===== src/rtl/adc_scan_pkg.sv =====
package adc_scan_pkg;

    typedef enum logic [2:0] {
        S_IDLE  = 3'd0,
        S_SETUP = 3'd1,
        S_XFER  = 3'd2,
        S_GAP   = 3'd3,
        S_HOLD  = 3'd4,
        S_WAIT  = 3'd5
    } scan_state_e;

endpackage


===== src/rtl/adc_scan_tick.sv =====
module adc_scan_tick #(
    parameter int DIV = 2
) (
    input  logic clk,
    input  logic rst_n,
    input  logic run_i,
    output logic tick_o
);
    localparam int CW = (DIV > 1) ? $clog2(DIV) : 1;

    logic [CW-1:0] cnt_d, cnt_q;
    logic          wrap;

    assign wrap = (cnt_q == CW'(DIV - 1));

    always_comb begin
        cnt_d = cnt_q;
        if (!run_i || wrap) begin
            cnt_d = '0;
        end else begin
            cnt_d = cnt_q + 1'b1;
        end
    end

    always_ff @(posedge clk) begin
        if (!rst_n) begin
            cnt_q <= '0;
        end else begin
            cnt_q <= cnt_d;
        end
    end

    assign tick_o = run_i && wrap;

endmodule


===== src/rtl/adc_scan_chan.sv =====
module adc_scan_chan #(
    parameter int NUM_CH = 9,
    parameter int AW     = 4
) (
    input  logic          clk,
    input  logic          rst_n,
    input  logic          restart_i,
    input  logic          step_i,
    output logic [AW-1:0] chan_o
);
    logic [AW-1:0] chan_d, chan_q;

    always_comb begin
        chan_d = chan_q;
        if (restart_i) begin
            chan_d = '0;
        end else if (step_i) begin
            if (chan_q == AW'(NUM_CH - 1)) begin
                chan_d = '0;
            end else begin
                chan_d = chan_q + 1'b1;
            end
        end
    end

    always_ff @(posedge clk) begin
        if (!rst_n) begin
            chan_q <= '0;
        end else begin
            chan_q <= chan_d;
        end
    end

    assign chan_o = chan_q;

endmodule


===== src/rtl/adc_scan_eoc.sv =====
module adc_scan_eoc (
    input  logic clk,
    input  logic rst_n,
    input  logic eoc_i,
    input  logic clear_i,
    output logic ready_o
);
    typedef struct packed {
        logic [1:0] sync;
        logic       seen_low;
    } eoc_regs_t;

    eoc_regs_t r_d, r_q;

    always_comb begin
        r_d      = r_q;
        r_d.sync = {r_q.sync[0], eoc_i};
        if (clear_i) begin
            r_d.seen_low = 1'b0;
        end else if (!r_q.sync[1]) begin
            r_d.seen_low = 1'b1;
        end
    end

    always_ff @(posedge clk) begin
        if (!rst_n) begin
            r_q <= '0;
        end else begin
            r_q <= r_d;
        end
    end

    assign ready_o = r_q.seen_low && r_q.sync[1];

endmodule


===== src/rtl/adc_scan_ctrl.sv =====
module adc_scan_ctrl #(
    parameter int DIV       = 2,
    parameter int NUM_CH    = 9,
    parameter int AW        = 4,
    parameter int RW        = 10,
    parameter int FW        = 16,
    parameter int CONV_CYC  = 44,
    parameter int GAP_TICKS = 4
) (
    input  logic          clk,
    input  logic          rst_n,
    input  logic          scan_en_i,
    input  logic          eoc_mode_i,
    input  logic          split_i,
    input  logic          eoc_i,
    input  logic          miso_i,
    output logic          cs_n_o,
    output logic          sclk_o,
    output logic          mosi_o,
    output logic          cclk_o,
    output logic          smp_valid_o,
    output logic [RW-1:0] smp_data_o,
    output logic [AW-1:0] smp_chan_o
);
    import adc_scan_pkg::*;

    localparam int BCW  = $clog2(FW);
    localparam int HALF = FW / 2;
    localparam int GCW  = $clog2(GAP_TICKS + 1);
    localparam int CCW  = $clog2(CONV_CYC + 1);

    typedef struct packed {
        scan_state_e   st;
        logic          cs_n;
        logic          sclk;
        logic          cclk;
        logic          first;
        logic          valid;
        logic [FW-1:0] tx;
        logic [FW-1:0] rx;
        logic [BCW-1:0] bits;
        logic [GCW-1:0] gap;
        logic [CCW-1:0] conv;
        logic [AW-1:0] sent;
        logic [AW-1:0] tag;
        logic [AW-1:0] otag;
        logic [RW-1:0] odata;
    } regs_t;

    regs_t         r_d, r_q;
    logic          tick;
    logic          launch;
    logic          eoc_clr;
    logic          eoc_ready;
    logic [AW-1:0] chan_cur;

    // Divider: one tick per serial half-period while a scan is active.
    adc_scan_tick #(.DIV(DIV)) tick_i (
        .clk    (clk),
        .rst_n  (rst_n),
        .run_i  (r_q.st != S_IDLE),
        .tick_o (tick)
    );

    // Round-robin channel pointer; parked at 0 while idle.
    adc_scan_chan #(.NUM_CH(NUM_CH), .AW(AW)) chan_i (
        .clk       (clk),
        .rst_n     (rst_n),
        .restart_i ((r_q.st == S_IDLE) && !launch),
        .step_i    (launch),
        .chan_o    (chan_cur)
    );

    // Synchronized end-of-conversion detector: needs low, then high.
    adc_scan_eoc eoc_det_i (
        .clk     (clk),
        .rst_n   (rst_n),
        .eoc_i   (eoc_i),
        .clear_i (eoc_clr),
        .ready_o (eoc_ready)
    );

    always_comb begin
        r_d       = r_q;
        r_d.valid = 1'b0;
        launch    = 1'b0;
        eoc_clr   = 1'b0;

        case (r_q.st)
            S_IDLE: begin
                r_d.first = 1'b1;
                if (scan_en_i) begin
                    launch = 1'b1;
                end
            end

            // Half-period of address setup before the first rising edge.
            S_SETUP: begin
                if (tick) begin
                    r_d.st = S_XFER;
                end
            end

            S_XFER: begin
                if (tick) begin
                    if (!r_q.sclk) begin
                        r_d.sclk = 1'b1;
                        r_d.rx   = {r_q.rx[FW-2:0], miso_i};
                    end else begin
                        r_d.sclk = 1'b0;
                        r_d.tx   = {r_q.tx[FW-2:0], 1'b0};
                        r_d.bits = r_q.bits + 1'b1;
                        if (r_q.bits == BCW'(FW - 1)) begin
                            r_d.st = S_HOLD;
                        end else if (split_i && (r_q.bits == BCW'(HALF - 1))) begin
                            r_d.st  = S_GAP;
                            r_d.gap = '0;
                        end
                    end
                end
            end

            // Byte gap: clock parked low, select kept asserted.
            S_GAP: begin
                if (tick) begin
                    if (r_q.gap == GCW'(GAP_TICKS - 1)) begin
                        r_d.st = S_XFER;
                    end else begin
                        r_d.gap = r_q.gap + 1'b1;
                    end
                end
            end

            // Release select and publish the word just received.
            S_HOLD: begin
                if (tick) begin
                    r_d.cs_n  = 1'b1;
                    r_d.valid = !r_q.first;
                    r_d.odata = r_q.rx[FW-1 -: RW];
                    r_d.otag  = r_q.tag;
                    r_d.first = 1'b0;
                    r_d.conv  = '0;
                    r_d.cclk  = 1'b0;
                    eoc_clr   = 1'b1;
                    r_d.st    = scan_en_i ? S_WAIT : S_IDLE;
                end
            end

            S_WAIT: begin
                if (!scan_en_i) begin
                    r_d.st   = S_IDLE;
                    r_d.cclk = 1'b0;
                end else if (eoc_mode_i) begin
                    if (eoc_ready) begin
                        launch = 1'b1;
                    end
                end else if (tick) begin
                    r_d.cclk = !r_q.cclk;
                    if (r_q.cclk) begin
                        if (r_q.conv == CCW'(CONV_CYC - 1)) begin
                            launch = 1'b1;
                        end else begin
                            r_d.conv = r_q.conv + 1'b1;
                        end
                    end
                end
            end

            default: begin
                r_d.st = S_IDLE;
            end
        endcase

        // Frame start: send the current pointer, remember the last one sent.
        if (launch) begin
            r_d.st   = S_SETUP;
            r_d.cs_n = 1'b0;
            r_d.sclk = 1'b0;
            r_d.cclk = 1'b0;
            r_d.bits = '0;
            r_d.tx   = {chan_cur, {(FW - AW){1'b0}}};
            r_d.tag  = r_q.sent;
            r_d.sent = chan_cur;
        end
    end

    always_ff @(posedge clk) begin
        if (!rst_n) begin
            r_q      <= '0;
            r_q.cs_n <= 1'b1;
        end else begin
            r_q <= r_d;
        end
    end

    assign cs_n_o      = r_q.cs_n;
    assign sclk_o      = r_q.sclk;
    assign mosi_o      = r_q.tx[FW-1];
    assign cclk_o      = r_q.cclk;
    assign smp_valid_o = r_q.valid;
    assign smp_data_o  = r_q.odata;
    assign smp_chan_o  = r_q.otag;

endmodule


===== config.mk =====
export PLATFORM = sky130hd
export DESIGN_NAME = adc_scan_ctrl
export DESIGN_NICKNAME = d
export VERILOG_FILES = /design/src/rtl/adc_scan_pkg.sv /design/src/rtl/adc_scan_tick.sv /design/src/rtl/adc_scan_chan.sv /design/src/rtl/adc_scan_eoc.sv /design/src/rtl/adc_scan_ctrl.sv
export SDC_FILE = /design/constraint.sdc
export NUM_CORES = 1
export LEC_CHECK = 0
export BUFFER_PORTS_ARGS = -buffer_cell sky130_fd_sc_hd__buf_4
export CAP_MARGIN = 0
export CORE_ASPECT_RATIO = 1.5
export CORE_MARGIN = 2
export CORE_UTILIZATION = 53
export CTS_CLUSTER_SIZE = 24
export DETAILED_ROUTE_END_ITERATION = 8
export GPL_ROUTABILITY_DRIVEN = 1
export PLACE_DENSITY = 0.75
export SLEW_MARGIN = 10
export SYNTH_ARGS = -nofsm -noshare
export SYNTH_HDL_FRONTEND = slang
export SYNTH_SLANG_ARGS = --single-unit
export TNS_END_PERCENT = 100

===== constraint.sdc =====
create_clock -name clk -period 1.8 [get_ports clk]
set_input_delay 0 -clock clk [delete_from_list [all_inputs] [get_ports clk]]
set_output_delay 0 -clock clk [all_outputs]
set_load 0.03 [all_outputs]

======== Word-level counts from Yosys, hierarchy flattened ========
Index checks and enable logic that the tools add are counted.
word-level totals
  bits in registers ....................... 71
  input bits .............................. 7
cells by class
  add/sub/neg operators ................... 5
  equality and inequality tests ........... 37
  muxes and demuxes ....................... 51
  bitwise gates (word level) .............. 3
  reduce and logical (&&, ||, !) cells .... 35
operator list
  cell                                            count
  two-way mux 16 bit                              3
  two-way mux 3 bit                               14
  two-way mux 39 bit                              1
  two-way mux 36 bit                              1
  two-way mux 6 bit                               6
  inequality test 2 bit (second input constant)   16
  inequality test 3 bit (second input constant)   10
  case mux 3 bit (6 select lines)                 1
  AND reduction 9 bit                             2
  two-way mux 1 bit                               16
  AND reduction 7 bit                             2
  nonzero test 2 bit                              7
  two-way mux 4 bit                               3
  case mux 6 bit (2 select lines)                 1
  AND reduction 3 bit                             4
  == test 3 x 2 -> 1 bit (second input constant)  3
  adder 4 x 1 -> 4 bit (second input constant)    2
  == test 4 bit (second input constant)           2
  AND reduction 2 bit                             4
  OR reduction 2 bit                              4
  two-way mux 7 bit                               1
  adder 6 x 1 -> 6 bit (second input constant)    1
  == test 3 bit (second input constant)           2
  == test 6 bit (second input constant)           1
  other kinds (14)                                24

======== Depth between registers and ports, before layout ========
Gate-level depths: netlist of run 1.
  word-level depth ........................ 10
  gate-level depth with buffers ........... 8
  mapped depth without buffers ............ 7

======== Hierarchy ========
Synthesis of run 1 repeated with hierarchy kept, for this count alone.
second synthesis, totals
  cells, all modules ...................... 364
  area, all modules ....................... 3326.9 um2
modules (own cells, without submodules)
  module         times used  cells each  area an instance (um2)  seq. area each (um2)
  adc_scan_ctrl  1           333         2982.9                  1261.2
  adc_scan_chan  1           20          201.4                   80.1
  adc_scan_eoc   1           8           106.4                   60.1
  adc_scan_tick  1           3           36.3                    20.0

======== Worst setup path after synthesis of run 1 ========
Ideal clock, no wire load.
  path type ............................... reg-to-reg
  from .................................... register r_q[22] (netlist name)
  to ...................................... register r_q[22] (netlist name)
  library setup time ...................... 118 ps
  arrival time ............................ 1626 ps
  data required time ...................... 1682 ps
  slack ................................... 56 ps
  stages on the path, launching flop included .. 8
  cells stage by stage .................... dfxtp_1 > ha_1 > nand2_1 > or4b_1 > a31oi_1 > buf_4 > xor2_1 > nor2_1
on the way
  cells in the longest elaborated chain, start to end .. 7
  elaborated cells between the ends (all ways) .. 10
RTL lines
  what                             RTL line              source
  start, declared                  adc_scan_ctrl.sv:50   regs_t r_d, r_q;
  start signal, assigned           adc_scan_ctrl.sv:192  r_q <= r_d;
  adder 6 x 1 -> 6 bit             adc_scan_ctrl.sv:163  r_d.conv = r_q.conv + 1'b1;
  two-way mux 6 bit                adc_scan_ctrl.sv:160  if (r_q.conv == CCW'(CONV_CYC - 1)) begin
  two-way mux 6 bit                adc_scan_ctrl.sv:159  if (r_q.cclk) begin
  two-way mux 6 bit                adc_scan_ctrl.sv:157  end else if (tick) begin
  two-way mux 6 bit                adc_scan_ctrl.sv:153  end else if (eoc_mode_i) begin
  two-way mux 6 bit                adc_scan_ctrl.sv:150  if (!scan_en_i) begin
  case mux 6 bit (2 select lines)  adc_scan_ctrl.sv:89   case (r_q.st)
Parallel ways exist; a longest one is shown, timed or not. The select of a mux whose other input is x is not followed.
A chain may end at the register's enable or synchronous reset.

======== Worst setup path after layout of run 1 ========
Same ends and word-level chain as after synthesis.

==> results of run 1 <==
## registers in the layout, summed over array words and instances, names as in the netlist
| name | flops |
|---|---|
| cclk_o | 1 |
| chan_i.chan_o | 4 |
| cs_n_o | 1 |
| eoc_det_i.r_d | 1 |
| eoc_det_i.r_q | 2 |
| mosi_o | 1 |
| r_q | 44 |
| sclk_o | 1 |
| smp_chan_o | 4 |
| smp_data_o | 10 |
| smp_valid_o | 1 |
| tick_i.cnt_q | 1 |
## worst min path at each step
stage	slack, ns	cells past startpoint	to	startpoint
6_report	0.03	2	r_q[28]$_SDFFE_PN0P_	rst_n
5_1_grt	0.04	2	r_q[41]$_SDFFE_PN0P_	rst_n
2_1_floorplan	0.13	1	eoc_det_i.r_d[2]$_SDFF_PN0_	eoc_i
3_5_place_dp	0.21	2	eoc_det_i.r_d[2]$_SDFF_PN0_	eoc_i
3_3_place_gp	0.21	2	eoc_det_i.r_d[2]$_SDFF_PN0_	eoc_i
4_1_cts	0.02	2	r_q[23]$_SDFFE_PN0P_	rst_n
## worst reg2reg max path, cell delays in order, from the launching register on
cell	delay, ns
dfxtp_2	0.36
ha_4	0.15
nand2_2	0.08
or4b_4	0.55
a31oi_4	0.18
buf_6	0.15
xor2_1	0.14
nor2_1	0.05
## timing repair
action,4_1_cts,5_1_grt
buffers inserted,0,1
gates resized for setup,9,20
pin swaps,0,10
gates cloned,1,0
hold buffers,3,0
hold endpoints to repair,4,0
setup endpoints to repair,9,12
## cell usage in the layout, fill, tap and decap left out, types with 3 or more instances in the layout
cell and instances:
inv_1 9, nand2b_1 4, a21boi_0 27, a21boi_1 19
ha_4 4, and3_1 3, nand3_1 5, or4_1 3
dfxtp_1 63, dlygate4sd3_1 3, nor2_1 10, o211ai_1 3
clkinvlp_4 3, dfxtp_2 7, o21ai_0 9, buf_4 42
xor2_1 4, or3_1 5, clkbuf_8 9, a21oi_1 15
nand2_1 96, mux2_2 3, nor2b_1 5
## power breakdown
part,switching [uW],total (uW),leakage (uW),internal [uW]
Sequential,72.1,1690,0.000578,1610
Combinational,280,550,0.000706,271
Clock,618,1400,0.000102,781
Total,969,3630,0.00139,2670
## cell type report
class,instances,area [um2]
clock buffers,9,124
repair buffers,47,377
flip-flops and latches,71,1430
inverters,9,33.8
clock inverters,7,96.3
fillers,528,2220
well taps,74,92.6
multi-input cells,261,1660
## metrics by stage
step                setup slack, ns  util (%)  hold WS (ns)  setup TNS [ns]
floorplan                    0.0561         -         0.127               0
global route                -0.0125      63.2        0.0416         -0.0175
detailed placement          -0.0465      57.1         0.213          -0.142
global placement           -0.00237      57.1         0.212        -0.00237
finish                       0.0411      63.2        0.0299               0
CTS                          0.0174      61.9        0.0246               0
## logic make-up after synthesis
kind of cell	after synthesis
flops	71
mux	4
fa+ha+maj	6
xor+xnor	5
compound gates	90
buf+inv	44
simple gates	156
## layer usage
metal  part of all wire, %  track usage, %
met1                    42            22.1
met5                     0               0
met4                   2.4            10.3
met2                    53            35.3
met3                   2.8            4.26
==> flow_summary.toml, run 1 <==
[logic_synthesis]
yosysSeqAreaShare_pct = 43.7
synth_top_family_by_area = "simple AND/OR/NAND/NOR gates"
synth-xor-area-share_pct = 1.35
synthesis.nets = 389
ys.flop_type = "dfxtp_1"
yosysTopAreaCellShare_pct = 43.7
synth_mux_area_share_pct = 1.35
ys_ff_latch = 71
synth_common_cells = "97 x nand2_1, 71 x dfxtp_1, 29 x a21boi_0, 20 x buf_4, 18 x a21boi_1"
synth_top_cell_by_area = "dfxtp_1"
ys_async_sr_fraction_pct = 0
synth-simple-area-share_pct = 23.8
synth_area_um2 = 3250
synth.distinct_cells = 57
synthCells = 376
synth.area.top_cells = "dfxtp_1 44%, nand2_1 11%, a21boi_0 6.7%"
synth_enable_flop_cells = 0
synth_area_per_cell_um2 = 8.65
yosysMostFrequentCell = "nand2_1"
synth_fa_ha_area_share_pct = 2.31
synth_compound_area_share_pct = 19.7
synth-warning-count = 0

[pwr]
vdd_drop_max_mv = 0.717
power_density_nw_per_um2 = 951
totalPowerFinal_uw = 3630
power.leakage_uw = 0.00139

[placed_design]
hpwl_um = 4200
place_congestion = 0.912
portBuffers = 25
placed_cell_area_um2 = 3450
dp.cells = 457

[cts]
clock_latency_ns = 0.36
clock-root-buffer = "clkbuf_8"
cts_buffer_depth = 2
cts_tree = "done"
clock-sinks = 71
htree_levels = 3
cts.clk_slew.worst_paths_ns = 0.08
cts_buffers = 9

[floorplanning]
io_pins = 26
die_w_um = 68.0
rows = 35
core_area_um2 = 6040
start_util_pct = 53.8
die_area_um2 = 6790
dieHeight_um = 100

[routing]
routed_via_density = 5.38
drc = 0
drt_wl_total_um = 6350
drt_first_pass_iters = 4
wl_per_cell_um = 13.3
vias = 2571
antenna_left = 0
drtIter0Drc = 115

[timing]
hold_viol = 0
fin_skew_ns = 0.00776
setup_viol = 0
finalCritPeriodShare_pct = 97.7
fmax_ghz = 0.569
slew_viol_final = 0
max_slew_margin_pct = 58.3
fin_crit_ns = 1.76
worst_pin_slew_ns = 0.624

[final_layout]
finish.net_count = 412
fin_cells = 478
area_growth_pct = 17.5
drive_gt1_share_pct = 22.5
n_antenna_cell = 0
stdcell_area_um2 = 3820

[hold_path]
min_path_type = "primary input to register"

[global_route]
grt_start_max_net_pins = 34
grt_overflow = 0
grt_pass1_vias = 2407
grt_use_total_pct = 20.1
antenna_found_initial = 0
grt_first_pass_wirelength_um = 10500

[worst_setup_path]
r2r_start = "r_q[22]$_SDFFE_PN0P_"
ff2ff_path_depth = 7
crit_path_start_kind = "register"
crit_path_cell_trace = "ha_4, nand2_2, or4b_4, a31oi_4, buf_6, xor2_1, nor2_1"
worstPathArrival_ns = 2.01
worst-setup-path-type = "register to register"
critPathTopFamily = "simple AND/OR/NAND/NOR gates"
cp.buffers_inverters = 1
slowest_delay_ns = 0.55
cp_slowest_cell = "or4b_4"
reg2reg_to = "r_q[22]$_SDFFE_PN0P_"
cp-endpoint = "r_q[22]$_SDFFE_PN0P_"
crit_fanout = 6
required_ns = 2.05
r2r_slack_ns = 0.04
cp-end-kind = "register"
crit_cells = 7
cp-startpoint = "r_q[22]$_SDFFE_PN0P_"

[job]
cap_violations = 0

[run_status]
status = "finished clean"
(Power assumes the default switching activity.)
==> run 2: changes to the inputs <==
--- a/config.mk
+++ b/config.mk
@@ -8,11 +8,12 @@
 export BUFFER_PORTS_ARGS = -buffer_cell sky130_fd_sc_hd__buf_4
 export CAP_MARGIN = 0
 export CORE_ASPECT_RATIO = 1.5
-export CORE_MARGIN = 2
+export CORE_MARGIN = 3
 export CORE_UTILIZATION = 53
 export CTS_CLUSTER_SIZE = 24
 export DETAILED_ROUTE_END_ITERATION = 8
 export GPL_ROUTABILITY_DRIVEN = 1
+export HOLD_SLACK_MARGIN = 0.03
 export PLACE_DENSITY = 0.75
 export SLEW_MARGIN = 10
 export SYNTH_ARGS = -nofsm -noshare
==> run 2 against run 1 <==
Compared with the run above: hold slack better by 0.019 ns; power is 2.5% lower; cell count is 0.21% lower; combinational power is 4.2% higher; utilization is 1.5 points higher; largest cell class unchanged; register-to-register slack better by 0.03 ns.
==> flow_summary.toml, run 2 (same netlist as run 1, synthesis figures left out) <==
[cts]
clock-sinks = 71
cts_buffers = 9
htree_levels = 3
clock_latency_ns = 0.34
clock-root-buffer = "clkbuf_8"
cts_buffer_depth = 2
cts.clk_slew.worst_paths_ns = 0.08
cts_tree = "done"

[worst_setup_path]
ff2ff_path_depth = 7
r2r_start = "r_q[28]$_SDFFE_PN0P_"
worst-setup-path-type = "register to register"
reg2reg_to = "r_q[73]$_SDFFE_PP0P_"
required_ns = 2.07
r2r_slack_ns = 0.07
cp-startpoint = "r_q[28]$_SDFFE_PN0P_"
worstPathArrival_ns = 2.01
cp-end-kind = "register"
crit_path_start_kind = "register"
crit_fanout = 3

[timing]
finalCritPeriodShare_pct = 96.2
fmax_ghz = 0.577
slew_viol_final = 0
hold_viol = 0
worst_slack_ns = 0.0677
max_slew_margin_pct = 61.4
setup_viol = 0
worst_pin_slew_ns = 0.577
fin_crit_ns = 1.73
tns_ns = 0
fin_skew_ns = 0.00859

[global_route]
antenna_found_initial = 0
grt_use_met3_pct = 4.63
grt_pass1_vias = 2421
use_met1_pct = 21.2
met2_usage_pct = 33.0
grt_overflow = 0
grt_start_max_net_pins = 34
grt_use_total_pct = 18.5
grt.busiest_layer = "met2"
grt_first_pass_wirelength_um = 10700

[placed_design]
portBuffers = 25
place_congestion = 0.802
hpwl_um = 4220
pre_cts_ws_ns = -0.00851
dp.cells = 455

[floorplanning]
io_pins = 26
die_area_um2 = 7130
start_util_pct = 55.4
die_w_um = 70.0
rows = 34
core_area_um2 = 5870
dieHeight_um = 102

[job]
cap_violations = 0

[final_layout]
top_register = "r_q"
area_growth_pct = 16.8
fin_cells = 477
final_cell_mix = "95 x nand2_1, 67 x dfxtp_1, 41 x buf_4"
drive_gt1_share_pct = 21.2
final_common_cell = "nand2_1"
largest_reg_flops = 44
n_antenna_cell = 0
finish.net_count = 413
utilization_pct = 64.7

[hold_path]
hold_path.startpoint = "eoc_mode_i"
min_path_cells = 4
min_path_type = "primary input to register"
min_to = "cclk_o$_SDFFE_PP0P_"

[routing]
drc = 0
drt_wl_total_um = 6150
routed_via_density = 5.28
drt_first_pass_iters = 4
drtIter0Drc = 124
vias = 2520
antenna_left = 0
wl_per_cell_um = 12.9

[pwr]
totalPowerFinal_uw = 3540
vdd_drop_max_mv = 0.533
power_density_nw_per_um2 = 933
power.leakage_uw = 0.00141

[run_status]
status = "finished clean"
-- run 2: area by class of cell --
class,instances,area (um2)
Fill cell,504,2070
Multi-Input combinational cell,261,1640
Tap cell,72,90.1
Clock buffer,10,138
Clock inverter,6,67.6
Inverter,9,33.8
Sequential cell,71,1430
Timing Repair Buffer,48,399
-- run 2: worst max-delay path by stage --
stage          cells past startpoint              endpoint
6_report                           7  r_q[73]$_SDFFE_PP0P_
5_1_grt                            5  r_q[29]$_SDFFE_PN0P_
4_1_cts                            7  r_q[28]$_SDFFE_PN0P_
3_5_place_dp                       7  r_q[22]$_SDFFE_PN0P_
3_3_place_gp                       6   cclk_o$_SDFFE_PP0P_
2_1_floorplan                      7  r_q[22]$_SDFFE_PN0P_
-- run 2: per-stage QoR --
stage	cell area, um2	hold WS (ns)
floorplan	3250	0.127
global placement	3460	0.208
detailed placement	3460	0.211
CTS	3730	0.0362
global route	3800	0.0724
finish	3800	0.0494
-- run 2: power by group --
part / internal, uW / switching (uW)
Sequential: 1610 / 71.0
Clock: 682 / 607
Combinational: 291 / 282
-- run 2: worst max-delay path, cell delays in order, from the launching register on --
cell,delay (ns)
dfxtp_2,0.34
ha_1,0.16
ha_2,0.18
mux2i_1,0.09
a21oi_2,0.17
o22ai_2,0.09
or4_4,0.52
a21oi_2,0.12
-- run 2: what timing repair did --
item                                    in CTS  in global routing
endpoints found under the hold margin       17                  0
gates resized for setup                      5                 19
endpoints found under the setup margin       8                 49
setup buffers                                0                  1
hold buffers                                 4                  0
gates cloned                                 1                  0
pin swaps                                    1                  6
-- run 2: layer usage --
metal / wire (um) / up-vias / share of wire, %
met5: 0 / - / 0
li1: - / 1310 / -
met4: 110 / 0 / 1.8
met1: 2600 / 1166 / 42
met2: 3260 / 33 / 53
met3: 178 / 11 / 2.9
